===== src/rtl/slot_tmr_pkg.sv =====
package slot_tmr_pkg;
  localparam int unsigned CMD_W = 3;

  typedef enum logic [2:0] {
    RA_PERIOD  = 3'd0,
    RA_CTRL    = 3'd1,
    RA_CMP     = 3'd2,
    RA_OVF_CMP = 3'd3,
    RA_COUNT   = 3'd4,
    RA_OVF     = 3'd5,
    RA_CAPT    = 3'd6,
    RA_STATUS  = 3'd7
  } reg_addr_e;

  // control word: command code in 6:4, spare bit 3, qualify/source/run below
  typedef struct packed {
    logic [CMD_W-1:0] cmd;
    logic             spare;
    logic             ovq;
    logic             src;
    logic             run;
  } ctrl_t;

  localparam int unsigned CTRL_W = $bits(ctrl_t);
endpackage


===== src/rtl/slot_tmr_count.sv =====
module slot_tmr_count #(
  parameter int unsigned CNT_W = 16,
  parameter int unsigned OVF_W = 8
) (
  input  logic             clk,
  input  logic             rst_n,
  input  logic             run,
  input  logic [CNT_W-1:0] period,
  input  logic             ld_cnt,
  input  logic [CNT_W-1:0] ld_cnt_val,
  input  logic             ld_ovf,
  input  logic [OVF_W-1:0] ld_ovf_val,
  output logic [CNT_W-1:0] cnt,
  output logic [OVF_W-1:0] ovf
);
  logic wrap;
  assign wrap = run && (cnt == period);

  always_ff @(posedge clk) begin
    if (!rst_n) begin
      cnt <= '0;
      ovf <= '0;
    end else begin
      if (ld_cnt)      cnt <= ld_cnt_val;
      else if (wrap)   cnt <= '0;
      else if (run)    cnt <= cnt + 1'b1;

      if (ld_ovf)      ovf <= ld_ovf_val;
      else if (wrap)   ovf <= ovf + 1'b1;
    end
  end
endmodule


===== src/rtl/slot_tmr_capture.sv =====
module slot_tmr_capture #(
  parameter int unsigned CNT_W = 16,
  parameter int unsigned N_SRC = 2
) (
  input  logic             clk,
  input  logic             rst_n,
  input  logic [N_SRC-1:0] ev,
  input  logic [$clog2(N_SRC)-1:0] sel,
  input  logic [CNT_W-1:0] cnt,
  input  logic             clr,
  output logic             hit,
  output logic [CNT_W-1:0] cap,
  output logic             cap_valid
);
  logic [N_SRC-1:0] rise;

  for (genvar g = 0; g < N_SRC; g++) begin : g_edge
    logic prev;
    always_ff @(posedge clk) begin
      if (!rst_n) prev <= 1'b0;
      else        prev <= ev[g];
    end
    assign rise[g] = ev[g] & ~prev;
  end

  assign hit = rise[sel];

  always_ff @(posedge clk) begin
    if (!rst_n) begin
      cap       <= '0;
      cap_valid <= 1'b0;
    end else begin
      if (hit) begin
        cap       <= cnt;
        cap_valid <= 1'b1;
      end else if (clr) begin
        cap_valid <= 1'b0;
      end
    end
  end
endmodule


===== src/rtl/slot_tmr_strobe.sv =====
module slot_tmr_strobe #(
  parameter int unsigned CNT_W   = 16,
  parameter int unsigned OVF_W   = 8,
  parameter int unsigned CMD_W   = 3,
  parameter bit          HAS_OVQ = 1'b1
) (
  input  logic             clk,
  input  logic             rst_n,
  input  logic             run,
  input  logic [CNT_W-1:0] cnt,
  input  logic [OVF_W-1:0] ovf,
  input  logic [CNT_W-1:0] cmp,
  input  logic [OVF_W-1:0] ovf_cmp,
  input  logic             ovq,
  input  logic [CMD_W-1:0] cmd_in,
  output logic             strobe_valid,
  output logic [CMD_W-1:0] strobe_cmd
);
  logic qual_ok;
  logic match;

  if (HAS_OVQ) begin : g_ovq
    assign qual_ok = !ovq || (ovf == ovf_cmp);
  end else begin : g_no_ovq
    assign qual_ok = 1'b1;
  end

  assign match = run && (cnt == cmp) && qual_ok;

  always_ff @(posedge clk) begin
    if (!rst_n) begin
      strobe_valid <= 1'b0;
      strobe_cmd   <= '0;
    end else begin
      strobe_valid <= match;
      if (match) strobe_cmd <= cmd_in;
    end
  end
endmodule


===== src/rtl/slot_timer.sv =====
module slot_timer
  import slot_tmr_pkg::*;
#(
  parameter int unsigned CNT_W       = 16,
  parameter int unsigned OVF_W       = 8,
  parameter bit          OVF_QUAL_EN = 1'b1
) (
  input  logic             clk,
  input  logic             rst_n,
  input  logic             wr_en,
  input  logic [2:0]       wr_addr,
  input  logic [CNT_W-1:0] wr_data,
  input  logic [2:0]       rd_addr,
  output logic [CNT_W-1:0] rd_data,
  input  logic             sfd_in,
  input  logic             txend_in,
  output logic             strobe_valid,
  output logic [CMD_W-1:0] strobe_cmd
);
  localparam int unsigned N_SRC = 2;

  logic [CNT_W-1:0] period_q, cmp_q;
  logic [OVF_W-1:0] ovf_cmp_q;
  ctrl_t            ctrl_q;
  logic [CNT_W-1:0] cnt, cap;
  logic [OVF_W-1:0] ovf;
  logic             cap_valid, hit;
  logic             ld_cnt, ld_ovf, clr_flag;
  reg_addr_e        wa;

  assign wa       = reg_addr_e'(wr_addr);
  assign ld_cnt   = wr_en && (wa == RA_COUNT);
  assign ld_ovf   = wr_en && (wa == RA_OVF);
  assign clr_flag = wr_en && (wa == RA_STATUS) && wr_data[0];

  always_ff @(posedge clk) begin
    if (!rst_n) begin
      period_q  <= '1;
      cmp_q     <= '0;
      ovf_cmp_q <= '0;
      ctrl_q    <= '0;
    end else if (wr_en) begin
      case (wa)
        RA_PERIOD:  period_q  <= wr_data;
        RA_CTRL:    ctrl_q    <= ctrl_t'(wr_data[CTRL_W-1:0]);
        RA_CMP:     cmp_q     <= wr_data;
        RA_OVF_CMP: ovf_cmp_q <= wr_data[OVF_W-1:0];
        default:    ;
      endcase
    end
  end

  slot_tmr_count #(.CNT_W(CNT_W), .OVF_W(OVF_W)) u_count (
    .clk        (clk),
    .rst_n      (rst_n),
    .run        (ctrl_q.run),
    .period     (period_q),
    .ld_cnt     (ld_cnt),
    .ld_cnt_val (wr_data),
    .ld_ovf     (ld_ovf),
    .ld_ovf_val (wr_data[OVF_W-1:0]),
    .cnt        (cnt),
    .ovf        (ovf)
  );

  slot_tmr_capture #(.CNT_W(CNT_W), .N_SRC(N_SRC)) u_capture (
    .clk       (clk),
    .rst_n     (rst_n),
    .ev        ({txend_in, sfd_in}),
    .sel       (ctrl_q.src),
    .cnt       (cnt),
    .clr       (clr_flag),
    .hit       (hit),
    .cap       (cap),
    .cap_valid (cap_valid)
  );

  slot_tmr_strobe #(
    .CNT_W(CNT_W), .OVF_W(OVF_W), .CMD_W(CMD_W), .HAS_OVQ(OVF_QUAL_EN)
  ) u_strobe (
    .clk          (clk),
    .rst_n        (rst_n),
    .run          (ctrl_q.run),
    .cnt          (cnt),
    .ovf          (ovf),
    .cmp          (cmp_q),
    .ovf_cmp      (ovf_cmp_q),
    .ovq          (ctrl_q.ovq),
    .cmd_in       (ctrl_q.cmd),
    .strobe_valid (strobe_valid),
    .strobe_cmd   (strobe_cmd)
  );

  always_comb begin
    case (reg_addr_e'(rd_addr))
      RA_PERIOD:  rd_data = period_q;
      RA_CTRL:    rd_data = {{(CNT_W-CTRL_W){1'b0}}, ctrl_q};
      RA_CMP:     rd_data = cmp_q;
      RA_OVF_CMP: rd_data = {{(CNT_W-OVF_W){1'b0}}, ovf_cmp_q};
      RA_COUNT:   rd_data = cnt;
      RA_OVF:     rd_data = {{(CNT_W-OVF_W){1'b0}}, ovf};
      RA_CAPT:    rd_data = cap;
      default:    rd_data = {{(CNT_W-1){1'b0}}, cap_valid};
    endcase
  end
endmodule


===== config.mk =====
export PLATFORM = sky130hd
export DESIGN_NAME = slot_timer
export DESIGN_NICKNAME = d
export VERILOG_FILES = /design/src/rtl/slot_tmr_pkg.sv /design/src/rtl/slot_tmr_count.sv /design/src/rtl/slot_tmr_capture.sv /design/src/rtl/slot_tmr_strobe.sv /design/src/rtl/slot_timer.sv
export SDC_FILE = /design/constraint.sdc
export NUM_CORES = 1
export LEC_CHECK = 0
export ABC_AREA = 1
export BUFFER_PORTS_ARGS = -buffer_cell sky130_fd_sc_hd__buf_2
export CAP_MARGIN = 20
export CORE_MARGIN = 2
export CORE_UTILIZATION = 50
export DETAILED_ROUTE_END_ITERATION = 8
export GPL_ROUTABILITY_DRIVEN = 0
export PLACE_DENSITY = 0.77
export SLEW_MARGIN = 20
export SYNTH_ARGS = -nofsm -noshare
export SYNTH_HDL_FRONTEND = slang
export SYNTH_SLANG_ARGS = --single-unit
export TNS_END_PERCENT = 20

===== constraint.sdc =====
create_clock -name clk -period 1.9 [get_ports clk]
set_input_delay 0.19 -clock clk [delete_from_list [all_inputs] [get_ports clk]]
set_output_delay 0.19 -clock clk [all_outputs]
set_load 0.1 [all_outputs]

Word-level counts from Yosys, hierarchy flattened
Cells that the tools add are included.
{ "op_classes": {"reduce_logical": 18, "magnitude_cmp": 1, "muxes": 10, "eq_ne": 15, "bitwise_logic": 4, "add_sub_neg": 2} }
{ "ops": {"columns": ["operator", "count"], "rows": [
  ["16-bit case mux with 7 select lines", 1],
  ["16-bit two-way mux", 3],
  ["16-bit == test", 2],
  ["3-bit == test (second input constant)", 6],
  ["16-bit by 1-bit adder with 16-bit output (second input constant)", 1],
  ["8-bit two-way mux", 2],
  ["3-bit by 2-bit == test with 1-bit output (second input constant)", 4],
  ["8-bit by 1-bit adder with 8-bit output (second input constant)", 1],
  ["8-bit == test", 1],
  ["2-bit AND reduction", 4],
  ["1-bit logical AND", 7],
  ["3-bit by 1-bit == test with 1-bit output (second input constant)", 2],
  ["3-bit logical NOT", 2],
  ["1-bit two-way mux", 4],
  ["2-bit nonzero test", 2],
  ["3-bit nonzero test", 1],
  ["1-bit bitwise AND", 2],
  ["1-bit by 2-bit less-than comparator with 1-bit output (second input constant)", 1],
  ["1-bit NOT", 2],
  ["1-bit logical NOT", 1],
  ["1-bit logical OR", 1]
]} }
{ "totals": {"wordCells": 66, "in_bits": 27, "regBits": 94, "output_inout_bits": 20} }

Logic depth before layout (Yosys ltp)
{ "depth": {"ltp_word": 5, "ltp_mapped": 11, "depth_no_buf": 11} }

Modules after synthesis
A second synthesis with hierarchy kept.
{ "hier_totals": {"hier_cells": 1052, "area_unflattened_um2": 6466.2} }
{ "by_module_without_submodules": {"columns": ["mod", "instances", "area_per_inst_um2", "cells_each"], "rows": [
  ["slot_timer", 1, 2588.7, 383],
  ["slot_tmr_count", 1, 2072.0, 370],
  ["slot_tmr_capture", 1, 962.2, 122],
  ["slot_tmr_strobe", 1, 843.3, 177]
]} }

Least setup slack after synthesis
No wires, ideal clock.
{ "synth_path": {"path_kind": "input -> output", "startpoint": "input port rd_addr[2]", "endpoint": "output port rd_data[7]", "stages": 4, "required_time_ns": 1.710, "setup_slack_ns": -0.562, "arrival_ns": 2.272, "cell_sequence": "clkbuf_1 nor3_1 inv_1 o221ai_1"} }
{ "synth_via": {"elab_chain_len": 2} }
{ "synth_rtl": {"columns": ["item", "line", "rtl"], "rows": [
  ["start: declaration", "slot_timer.sv:13", "input logic [2:0] rd_addr,"],
  ["3-bit == test (tied with other cells)", "slot_timer.sv:95", "case (reg_addr_e'(rd_addr))"],
  ["16-bit case mux with 7 select lines (*)", "slot_timer.sv:95", null],
  ["end: declaration", "slot_timer.sv:14", "output logic [CNT_W-1:0] rd_data,"]
]} }
Every way passes the cells marked *; elsewhere a longest branch is shown, timed or not.

Worst setup path in the final report
{ "layout_path": {"startpoint": "register u_count.ovf[2]", "endpoint": "output port rd_data[2]"} }
{ "layout_via": {"elab_chain_len": 1} }
{ "layout_rtl": {"columns": ["item", "line", "rtl"], "rows": [
  ["start: declaration", "slot_tmr_count.sv:14", "output logic [OVF_W-1:0] ovf"],
  ["start signal: assignment", "slot_tmr_count.sv:28", "if (ld_ovf) ovf <= ld_ovf_val;"],
  ["start signal: assignment", "slot_tmr_count.sv:29", "else if (wrap) ovf <= ovf + 1'b1;"],
  ["16-bit case mux with 7 select lines", "slot_timer.sv:95", null]
]} }
Every way passes these cells.

==> results_dict.tcl <==
set metrics [dict create \
    outcome "completed" \
    holdWs_ns 0.08239 \
    internal_power_mw 3.161 \
    slew_violations 0 \
    min_period_ns 1.856 \
    ys_seq_area_share_pct 34.42 \
    crit_buf_inv 2 \
    vias 5978 \
    cts.clk_slew.worst_paths_ns 0.09 \
    crit_slowest_cell "dfxtp_1" \
    antenna_found_initial 0 \
    initial_core_util_pct 50.87 \
    cts_tree "done" \
    htreeDepth 3 \
    synth_seq_cells 94 \
    clock_skew_ns 0.01351 \
    wl_per_cell_um 16.73 \
    crit_arrival_ns 1.67 \
    fin_nets 940 \
    syn_to_final_growth_pct 18.15 \
    cap_violations 0 \
    grtUsageTotal_pct 31.32 \
    p_leak_nw 2.834 \
    hp-class "primary input to flop" \
    p_clk_share_pct 33.2 \
    grt_pass1_vias 5786 \
    rsz0062_at_grt "false" \
    cts_root_buffer "clkbuf_8" \
    setup_tns_ns 0 \
    remaining_drc_errors 0 \
    max_freq_mhz 538.9 \
    comb_power_share_pct 20.7 \
    seqPwrFrac_pct 46.1 \
    cts_buffers 9 \
    layout_commonest_cell "nand2_1" \
    globalRouteOverflowTotal 0 \
    worstMarginPinSlew_ns 0.6437 \
    grt_max_degree 72 \
    r2r_slack_ns 0.15 \
    drt_iter0_drc 480 \
    dieWidth_um 108.6 \
    power_mw 4.629 \
    fin_area_um2 6459 \
    powerDensity_nw_per_um2 716.7 \
    crit_family "compound AO/OA/AOI/OAI gates" \
    min_from "wr_data[14]" \
    cp.required_ns 1.71 \
    utilization_pct 60.11 \
    io-pin-count 47 \
    nFillCells 1071 \
    clockBufferDepth 2 \
    die_h_um 108.6 \
    drtAntennaViolNets 0 \
    p_switching_mw 1.468 \
    port_buffers 46 \
    clk_latency_ns 0.38 \
    setup_viol 0 \
    netlist_instances 862 \
    wl_mm 17.67 \
    crit_start "u_count.ovf[2]$_SDFFE_PN0P_" \
    synth_area_um2 5466 \
    crit_path_start_kind "flop" \
    layout_common_cells "nand2_1 (217), inv_1 (119), dfxtp_1 (92), a21oi_1 (79), nor2_1 (78)" \
    syn-num-nets 891 \
    grt_pass1_wl_mm 28.37 \
    postCtsSetupBuffers 0 \
    dp_hpwl_mm 13.10 \
    swShare_pct 31.71 \
    syn_area_per_cell_um2 6.342 \
    n_antenna_cell 0 \
    synthDistinctLibCells 37 \
    viasPerCell 5.661 \
    cp-end-kind "output port" \
    drive_above_1_share_pct 12.34 \
    max_slew_margin_pct 57.04 \
    synth_warnings 0 \
    crit_type "flop to output port" \
    die_area_um2 11790 \
    rr_startpoint "u_count.cnt[10]$_SDFFE_PN0P_" \
    dr.pass1.iters 8 \
    rows 38 \
    worst-path-max-fanout 7 \
    clock-sinks 94 \
    period_share_pct 97.67 \
    path_cells "inv_1 -> o22ai_1 -> a21oi_1 -> o2111ai_1 -> buf_12" \
    cp_slowest_stage_delay_ns 0.38 \
    vdd_ir_drop_max_mv 0.6851 \
    dpl-instance-area_um2 6191 \
    core_area_um2 10750 \
    hold_viol_final 0 \
]
==> synth_stat cells <==
master | count | share of area, %
a21oi_1 | 79 | 7.2
ha_1 | 2 | 0.46
xor2_1 | 5 | 0.80
inv_2 | 9 | 0.62
o2111ai_1 | 1 | 0.16
o21ai_0 | 69 | 6.3
a21boi_0 | 1 | 0.14
a22oi_1 | 1 | 0.14
nand3b_1 | 6 | 0.82
nor2_4 | 1 | 0.21
buf_6 | 1 | 0.21
a211oi_1 | 1 | 0.14
o22ai_1 | 27 | 3.1
clkinv_1 | 1 | 0.069
nand3_1 | 37 | 3.4
o211ai_1 | 17 | 2.3
nand2_2 | 3 | 0.34
xnor2_1 | 10 | 1.6
nor3_1 | 3 | 0.27
a31oi_1 | 2 | 0.23
dfxtp_1 | 94 | 34
nand3_2 | 1 | 0.18
clkbuf_2 | 2 | 0.18
buf_4 | 1 | 0.14
buf_1 | 2 | 0.14
a221o_1 | 8 | 1.5
nor2_2 | 3 | 0.34
clkbuf_1 | 21 | 1.4
buf_2 | 9 | 0.82
nand2_1 | 217 | 15
and3b_1 | 1 | 0.16
nor2_1 | 79 | 5.4
inv_1 | 120 | 8.2
nand4_1 | 21 | 2.4
a221oi_1 | 5 | 0.80
nand2_4 | 1 | 0.21
o221ai_1 | 1 | 0.16
==> per-stage QoR <==
step / instances / setup WS (ns)
final: 1056 / 0.04426
after global routing: 1056 / 0.002973
after CTS: 1056 / 0.02497
after detailed placement: 1038 / 0.1721
after global placement: 1038 / 0.2120
after floorplan: 862 / -0.3995
==> worst register-to-register path, cell delays in order, from the launching register on <==
cell,delay (ns)
dfxtp_1,0.43
inv_1,0.14
nand2_1,0.09
nand2_1,0.07
nor2_1,0.16
nand2_1,0.09
nor2_2,0.09
nand3_2,0.13
buf_12,0.19
nand2_4,0.11
nand2_1,0.07
nand2_1,0.06
nor2_1,0.04
==> cells by family (layout without fill, tap and decap cells) <==
kind of cell               after synthesis  in the layout  synth area share, %
AOI/OAI and AO/OA                      212            212                22.20
xor gates and xnor gates                15             15                2.403
adders and majority gates                2              2               0.4577
buffers and inverters                  166            220                11.86
DFF                                     94             94                34.42
and+or+nand+nor                        373            373                28.66
==> power groups by stage <==
stage	registers [mW]	clock network [mW]	logic, mW
after floorplan	2.16	0	0.608
after global placement	2.18	0	0.924
after detailed placement	2.18	0	0.935
after CTS	2.13	1.54	0.943
after global routing	2.15	1.63	1.03
final	2.14	1.54	0.957
==> state kept, by name, summed over array words and instances, names as in the netlist, 2 cells and up <==
| register | flops |
|---|---|
| ovf_cmp_q | 8 |
| u_capture.g_edge.prev | 2 |
| ctrl_q | 7 |
| u_capture.cap | 16 |
| u_count.ovf | 8 |
| cmp_q | 16 |
| u_strobe.strobe_cmd | 3 |
| u_count.cnt | 16 |
| period_q | 16 |
==> final timing paths <==
| path | to | cells after the start |
|---|---|---|
| setup / recovery | rd_data[2] | 5 |
| hold / removal | period_q[14]$_SDFFE_PN1P_ | 3 |
| setup reg to reg | u_count.ovf[3]$_SDFFE_PN0P_ | 12 |
| hold reg to reg | u_strobe.strobe_cmd[0]$_SDFFE_PN0P_ | 2 |
==> repair_timing <==
action,4_1_cts,5_1_grt
gates resized for setup,0,6
hold buffers,2,0
hold endpoints to repair,2,0
setup endpoints to repair,0,6
==> final cells by class <==
type,instances,area [um2],share of cell area (%)
clock buffer,10,137.6,2.131
clock inverter,6,93.84,1.453
inverter,130,488.0,7.555
multi-input combinational,602,2957,45.78
sequential,94,1884,29.17
tap,140,175.2,2.712
timing repair buffer,74,723.2,11.20
==> routing by layer <==
layer	track usage (%)	routed length, um
met3	6.932	1382
met5	0	0
met2	52.23	8227
met4	18.59	973
met1	36.71	7087
Power figures use the tool's default switching activity.
